File: config.mk
export PLATFORM = sky130hd
export DESIGN_NAME = serial_regfile
export DESIGN_NICKNAME = d
export VERILOG_FILES = /design/src/rtl/serial_regfile_pkg.sv /design/src/rtl/sr_irq_prio.sv /design/src/rtl/sr_line_status.sv /design/src/rtl/sr_modem_status.sv /design/src/rtl/serial_regfile.sv
export SDC_FILE = /design/constraint.sdc
export NUM_CORES = 1
export LEC_CHECK = 0
export ABC_AREA = 0
export BUFFER_PORTS_ARGS = -buffer_cell sky130_fd_sc_hd__buf_2
export CAP_MARGIN = 20
export CORE_UTILIZATION = 30
export DETAILED_ROUTE_END_ITERATION = 12
export HOLD_SLACK_MARGIN = 0.05
export PLACE_DENSITY = 0.48
export SYNTH_ARGS = -nofsm -noshare
export SYNTH_HDL_FRONTEND = slang
export SYNTH_HIERARCHICAL = 1
export SYNTH_SLANG_ARGS = --single-unit
File: constraint.sdc
create_clock -name clk -period 3.2 [get_ports clk]
set_input_delay 0.48 -clock clk [delete_from_list [all_inputs] [get_ports clk]]
set_output_delay 0.48 -clock clk [all_outputs]
set_load 0.05 [all_outputs]
File: src/rtl/serial_regfile_pkg.sv
package serial_regfile_pkg;

    localparam int BYTE_W = 8;
    localparam int OFS_W  = 3;
    localparam int SRC_N  = 4;
    localparam int ERR_N  = 4;

    localparam logic [OFS_W-1:0] OFS_DATA  = 3'd0;
    localparam logic [OFS_W-1:0] OFS_ENA   = 3'd1;
    localparam logic [OFS_W-1:0] OFS_IDFC  = 3'd2;
    localparam logic [OFS_W-1:0] OFS_LINE  = 3'd3;
    localparam logic [OFS_W-1:0] OFS_MODEM = 3'd4;
    localparam logic [OFS_W-1:0] OFS_LSTAT = 3'd5;
    localparam logic [OFS_W-1:0] OFS_MSTAT = 3'd6;

    localparam logic [2:0] ID_NONE  = 3'b001;
    localparam logic [2:0] ID_LSTAT = 3'b110;
    localparam logic [2:0] ID_RXDAT = 3'b100;
    localparam logic [2:0] ID_TXEMP = 3'b010;
    localparam logic [2:0] ID_MSTAT = 3'b000;

    typedef struct packed {
        logic [BYTE_W-1:0]   lcr;
        logic [SRC_N-1:0]    ier;
        logic [5:0]          mcr;
        logic [BYTE_W-1:0]   fcr;
        logic [2*BYTE_W-1:0] div;
        logic                thre_pend;
        logic                thr_empty_q;
    } ctl_t;

endpackage

File: src/rtl/sr_irq_prio.sv
module sr_irq_prio #(
    parameter int N = 4
) (
    input  logic [N-1:0]      req,
    input  logic [N-1:0][2:0] codes,
    input  logic [2:0]        idle_code,
    output logic [2:0]        id
);
    // index 0 is the highest priority, so it is applied last
    always_comb begin
        id = idle_code;
        for (int i = N - 1; i >= 0; i--) begin
            if (req[i]) id = codes[i];
        end
    end
endmodule

File: src/rtl/sr_line_status.sv
module sr_line_status #(
    parameter int ERR_W = 4
) (
    input  logic             clk,
    input  logic             rst_n,
    input  logic [ERR_W-1:0] err_evt,
    input  logic             clr_rd,
    input  logic             rx_ready,
    input  logic             thr_empty,
    input  logic             tx_idle,
    output logic [7:0]       lsr
);
    logic [ERR_W-1:0] err_d, err_q;

    always_comb begin
        err_d = (clr_rd ? '0 : err_q) | err_evt;
    end

    always_ff @(posedge clk or negedge rst_n) begin
        if (!rst_n) err_q <= '0;
        else        err_q <= err_d;
    end

    assign lsr = {1'b0, tx_idle, thr_empty, err_q, rx_ready};
endmodule

File: src/rtl/sr_modem_status.sv
module sr_modem_status #(
    parameter int LINES = 4
) (
    input  logic             clk,
    input  logic             rst_n,
    input  logic [LINES-1:0] line_in,
    input  logic             clr_rd,
    output logic [2*LINES-1:0] msr
);
    typedef struct packed {
        logic [LINES-1:0] lvl;
        logic [LINES-1:0] chg;
    } mst_t;

    mst_t st_d, st_q;

    always_comb begin
        st_d.lvl = line_in;
        st_d.chg = (clr_rd ? '0 : st_q.chg) | (line_in ^ st_q.lvl);
    end

    always_ff @(posedge clk or negedge rst_n) begin
        if (!rst_n) st_q <= '0;
        else        st_q <= st_d;
    end

    assign msr = {st_q.lvl, st_q.chg};
endmodule

File: src/rtl/serial_regfile.sv
module serial_regfile
    import serial_regfile_pkg::*;
(
    input  logic        clk,
    input  logic        rst_n,
    input  logic [2:0]  addr,
    input  logic        wr_en,
    input  logic        rd_en,
    input  logic [7:0]  wr_data,
    output logic [7:0]  rd_data,
    output logic        irq,
    output logic        tx_write,
    output logic [7:0]  tx_byte,
    output logic        rx_pop,
    input  logic [7:0]  rx_byte,
    input  logic        rx_ready,
    input  logic        thr_empty,
    input  logic        tx_idle,
    input  logic [3:0]  err_evt,
    input  logic [3:0]  line_in,
    output logic [15:0] divisor,
    output logic [6:0]  frame_cfg,
    output logic [5:0]  modem_ctl,
    output logic [7:0]  fifo_cfg,
    output logic        rx_flush,
    output logic        tx_flush
);
    ctl_t q, d;

    logic             dlab;
    logic [7:0]       lsr_val;
    logic [7:0]       msr_val;
    logic [7:0]       iir_val;
    logic [2:0]       iir_id;
    logic [SRC_N-1:0] src_pend;
    logic [SRC_N-1:0] src_en;
    logic [SRC_N-1:0] src_req;
    logic             ier_wr, idfc_wr, lsr_rd, msr_rd, iir_rd;

    assign dlab     = q.lcr[7];
    assign tx_write = wr_en && (addr == OFS_DATA) && !dlab;
    assign tx_byte  = wr_data;
    assign rx_pop   = rd_en && (addr == OFS_DATA) && !dlab;
    assign ier_wr   = wr_en && (addr == OFS_ENA) && !dlab;
    assign idfc_wr  = wr_en && (addr == OFS_IDFC);
    assign rx_flush = idfc_wr && wr_data[1];
    assign tx_flush = idfc_wr && wr_data[2];
    assign lsr_rd   = rd_en && (addr == OFS_LSTAT);
    assign msr_rd   = rd_en && (addr == OFS_MSTAT);
    assign iir_rd   = rd_en && (addr == OFS_IDFC);

    sr_line_status #(.ERR_W(ERR_N)) u_lsr (
        .clk(clk), .rst_n(rst_n), .err_evt(err_evt), .clr_rd(lsr_rd),
        .rx_ready(rx_ready), .thr_empty(thr_empty), .tx_idle(tx_idle),
        .lsr(lsr_val)
    );

    sr_modem_status #(.LINES(4)) u_msr (
        .clk(clk), .rst_n(rst_n), .line_in(line_in), .clr_rd(msr_rd),
        .msr(msr_val)
    );

    // priority order: line error, receive data, transmit empty, modem change
    assign src_pend = {|msr_val[3:0], q.thre_pend, rx_ready, |lsr_val[4:1]};
    assign src_en   = {q.ier[3], q.ier[1], q.ier[0], q.ier[2]};
    assign src_req  = src_pend & src_en;

    sr_irq_prio #(.N(SRC_N)) u_prio (
        .req(src_req),
        .codes({ID_MSTAT, ID_TXEMP, ID_RXDAT, ID_LSTAT}),
        .idle_code(ID_NONE),
        .id(iir_id)
    );

    assign iir_val = {{2{q.fcr[0]}}, 3'b000, iir_id};

    // interrupt line from the enable mask, independent of the encoder
    assign irq = |(q.ier & {|msr_val[3:0], |lsr_val[4:1], q.thre_pend, rx_ready});

    always_comb begin
        logic thre_set, thre_clr;
        d = q;
        d.thr_empty_q = thr_empty;
        if (wr_en) begin
            case (addr)
                OFS_DATA:  if (dlab) d.div[7:0] = wr_data;
                OFS_ENA:   if (dlab) d.div[15:8] = wr_data;
                           else      d.ier = wr_data[SRC_N-1:0];
                OFS_IDFC:  d.fcr = {wr_data[7:3], 2'b00, wr_data[0]};
                OFS_LINE:  d.lcr = wr_data;
                OFS_MODEM: d.mcr = wr_data[5:0];
                default:   ;
            endcase
        end
        thre_set = (thr_empty && !q.thr_empty_q)
                 || (ier_wr && wr_data[1] && !q.ier[1] && thr_empty);
        thre_clr = tx_write || (iir_rd && (iir_id == ID_TXEMP));
        d.thre_pend = thre_set || (q.thre_pend && !thre_clr);
    end

    always_ff @(posedge clk or negedge rst_n) begin
        if (!rst_n) begin
            q             <= '0;
            q.thr_empty_q <= 1'b1;
        end else begin
            q <= d;
        end
    end

    always_comb begin
        case (addr)
            OFS_DATA:  rd_data = dlab ? q.div[7:0]  : rx_byte;
            OFS_ENA:   rd_data = dlab ? q.div[15:8] : {4'h0, q.ier};
            OFS_IDFC:  rd_data = iir_val;
            OFS_LINE:  rd_data = q.lcr;
            OFS_MODEM: rd_data = {2'b00, q.mcr};
            OFS_LSTAT: rd_data = lsr_val;
            OFS_MSTAT: rd_data = msr_val;
            default:   rd_data = 8'h00;
        endcase
    end

    assign divisor   = q.div;
    assign frame_cfg = q.lcr[6:0];
    assign modem_ctl = q.mcr;
    assign fifo_cfg  = q.fcr;
endmodule

==> results.txt <==
The multiplexer share of the synthesized area came out at 21.6%. The instance count of the mapped netlist came out at 292. After layout, the worst path uses 93.3% of the clock period. Of the total power, registers draw 38.0%.

The total power is 0.00250 W. The combinational power share is 45.8%. Measured against its own limit, the worst slew margin works out to 45.3%. In this run the remaining antenna-violating nets after routing total 0. The aggregate negative setup slack came out at 0 ps. Summing the areas of all fa, ha and maj instances in the mapped netlist gives 0% of the synthesized area. Traced cell by cell, the critical path runs through o41a_1 > a2111oi_0 > a21o_1 > mux2i_1 > nor2_1 > a31oi_1 > a21oi_1 > buf_2. The worst setup path is captured at a primary output. By area, the combinational part of the netlist is dominated by multiplexers. Among all stages on the critical path, the largest delay is contributed by o41a_1. Setup repair after global routing left no endpoint under its margin.

The area share of the largest cell type after synthesis came out at 41.2%. Leaving out fill and tap cells, the most frequent cell in the layout is buf_2. The first-pass iteration count of the detailed router came out at 4. TritonCTS built the clock tree. The number of hold buffers added after CTS was 0. Data on the critical path is required at its endpoint by 2720 ps. The simple logic cell fraction of the synthesized area is 9.59%. Across the whole layout, storage elements account for 1350 sq um. Summing the areas of all compound-gate instances in the mapped netlist gives 10.6% of the synthesized area. The post-synthesis average cell area came out at 11.0 sq um. The initialized floorplan defines 37 standard-cell rows. The final max-slew violation count is 0. The number of buffers inserted to repair setup after CTS came out at 0. The area enclosed by the die boundary is 11200 sq um. The leakage power came out at 1.73 nW. In the final layout, the share of cells above drive strength 1 is 42.7%. The first-iteration detailed-routing DRC count came out at 88. IR analysis of the VDD net gives a maximum drop of 318 uV.

The worst path needs 2990 ps of the cycle, external delays included. The area occupied by multi-input gates is 1450 sq um. The number of antenna violations at the first check in global routing was 0. The class of the tightest hold or removal check is in2async. The wire-length estimate of the detail-placed layout is 6550 um. The number of filler cells placed in the layout came out at 1087. The number of antenna diodes in the final layout is 0. The first global-routing pass estimated 13400 um of wire. The setup path with the least slack is of type reg2out.

Yosys mapped the design onto 50 distinct sky130hd cell types. The clock sink total came out at 54. The initial utilization of the core area, before any placement, comes to 31.1%. The layout-stage area growth over the synthesis result is 11.1%. Yosys attributes the largest share of cell area to dfrtp_1 (41%), buf_4 (11%), mux2_2 (11%). The worst-case clock buffer depth came out at 2.

The global routing usage summed across all routing layers came out at 15.9%. Sequential cells were found to cover 42.0% of the synthesized design area. Net switching is 46.0% of the power. The count of buffers inserted at the top-level ports came out at 89. The clock network accounts for 16.3% of the total power. The clock insertion delay at the later pin of the skew report is 300 ps. The internal power is 0.00135 W. The data arrival time at the worst-slack endpoint is 2510 ps. The maximum operating frequency came out at 0.335 GHz. The transition at the pin with the smallest max-transition slack is 820 ps. The total I/O pin count came out at 92. The run finished with clean final reports. The floorplan core area is 10400 sq um. The sort of element at the start of the critical path is a register. Entering global routing, the biggest net connects 36 pins. The largest fanout on the critical path came out at 7. The number of storage elements in the synthesis netlist came out at 54. The clock transition at the registers of the reported paths is 100 ps. The total of max-cap violations is 0. The buffer cell driving the clock tree root is clkbuf_8. The width of the chip came out at 106 um. The via density per instance came out at 4.71.

The final layout contains routed wiring with a total length of 8680 um. The clock arrives with 3.92 ps of skew. The number of global-route vias before repair came to 2312. The y dimension of the die came out at 106 um. For this run, design rule violations remaining after detail routing come to 0. The slack of the worst reg-to-reg path is 1150 ps. Summed over all instances, the cell type with the most area after synthesis is dfrtp_1. The H-tree was split into 2 levels. The post-synthesis xor/xnor area fraction came out at 1.09%. The residual overflow from global routing came out at 0.

The number of warnings issued by yosys came out at 6. The maximum single-stage delay on the critical path came out at 520 ps. The total of endpoints with negative setup slack in the final report came out at 0. The total count of hold-check failures in the final report is 0. The routed wirelength normalized by instance count is 18.0 um. The power density relative to cell area came out at 697 nW/um^2. The mapped netlist covers 3220 sq um. Summing over every cut layer, the via total after detailed routing is 2277.

The library cells used most frequently in the layout, excluding fill and tap cells, are buf_2 (89), dfrtp_1 (53), mux2_2 (31). The net switching power came out at 0.00115 W. The global placer's final weighted congestion came out at 0.792. In the final design database the tool counted 380 nets. The clock buffer count from CTS is 5.
==> cell usage after synthesis (all sizes together) <==
library cell / number
dfstp: 1
nand2: 9
a32o: 1
o22a: 1
nand3: 6
a2111oi: 2
and2b: 2
a21o: 6
a22oi: 2
o21ai: 9
mux4: 1
xnor2: 4
clkbuf: 1
a21oi: 5
nand3b: 1
a22o: 3
nor3b: 2
o41a: 2
o32ai: 1
inv: 10
a31oi: 2
mux2: 43
conb: 3
nor2: 14
nor2b: 2
o21a: 1
mux2i: 16
o211ai: 2
nand2b: 2
buf: 60
a221oi: 2
or3: 2
dfrtp: 53
and2: 5
o22ai: 3
or4: 1
a221o: 3
nand4: 2
and3: 5
a211oi: 2
==> metal layers <==
layer	global-route usage (%)	share of wire [%]
met2	24.9	46
met3	2.91	4.6
met5	0	0
met1	22.9	48
met4	3.47	0.85
==> path summary, 6_finish.rpt <==
kind / to / depth (start not counted) / start
worst max-delay path: rd_data[2] / 8 / u_lsr/err_q[0]
worst min-delay path: fifo_cfg[7] / 1 / rst_n
worst max register to register: divisor[10] / 4 / dlab
worst min register to register: fifo_cfg[7] / 1 / fifo_cfg[7]
max in group asynchronous: q[0] / 2 / rst_n
min in group clk: u_msr/msr[7] / 1 / line_in[3]
==> flip-flops by register name, indices dropped and copies added, names as in the netlist <==
name / count
divisor: 16
fifo_cfg: 6
u_msr/msr: 8
u_lsr/err_q: 4
dlab: 1
q: 6
frame_cfg: 7
modem_ctl: 6
==> critical path, delay by kind of cell (launching register included) <==
kind                   cells  cell delay, ps
AO/OA/AOI/OAI              5            1320
flip-flops                 1             410
buffers and inverters      1             290
multiplexers               1              70
AND/OR/NAND/NOR            1             110
==> area by class of cell <==
type / count / share of cell area [%]
well taps: 136 / 4.75
repair buffers: 93 / 13.3
inverters: 10 / 1.05
flip-flops and latches: 54 / 37.8
multi-input cells: 182 / 40.5
clock buffers: 6 / 2.31
clock inverters: 2 / 0.349
==> kinds of logic (layout without fill, tap and decap cells) <==
logic type	count (synthesis)	after routing
buffers and inverters	71	111
multiplexers	60	60
flip-flops	54	54
AND/OR/NAND/NOR	53	53
AO/OA/AOI/OAI	47	47
XOR/XNOR	4	4
other	3	18
==> power groups by stage <==
stage / logic (W) / clock network [W] / registers, W
floorplan: 0.00109 / 0 / 0.000914
global placement: 0.00114 / 0 / 0.000964
detailed placement: 0.00115 / 0 / 0.000964
CTS: 0.00115 / 0.000420 / 0.000950
global route: 0.00120 / 0.000452 / 0.000973
finish: 0.00114 / 0.000406 / 0.000947
==> through the flow <==
stage / hold slack (ps) / cells / setup slack (ps) / instance area [sq um] / util, %
6_report: 245 / 483 / 213 / 3580 / 34.5
5_1_grt: 281 / 483 / 55.3 / 3580 / 34.5
4_1_cts: 289 / 483 / 195 / 3580 / 34.5
3_5_place_dp: 470 / 475 / 517 / 3480 / 33.6
3_3_place_gp: 469 / 475 / 533 / 3480 / 33.6
2_1_floorplan: 184 / 307 / 421 / 3280 / -
==> what timing repair did <==
item	CTS	global route
setup endpoints to repair	0	1
resized for setup	0	1
endpoints found under the hold margin	0	0
Note: power is estimated with default switching activity, not from simulation.
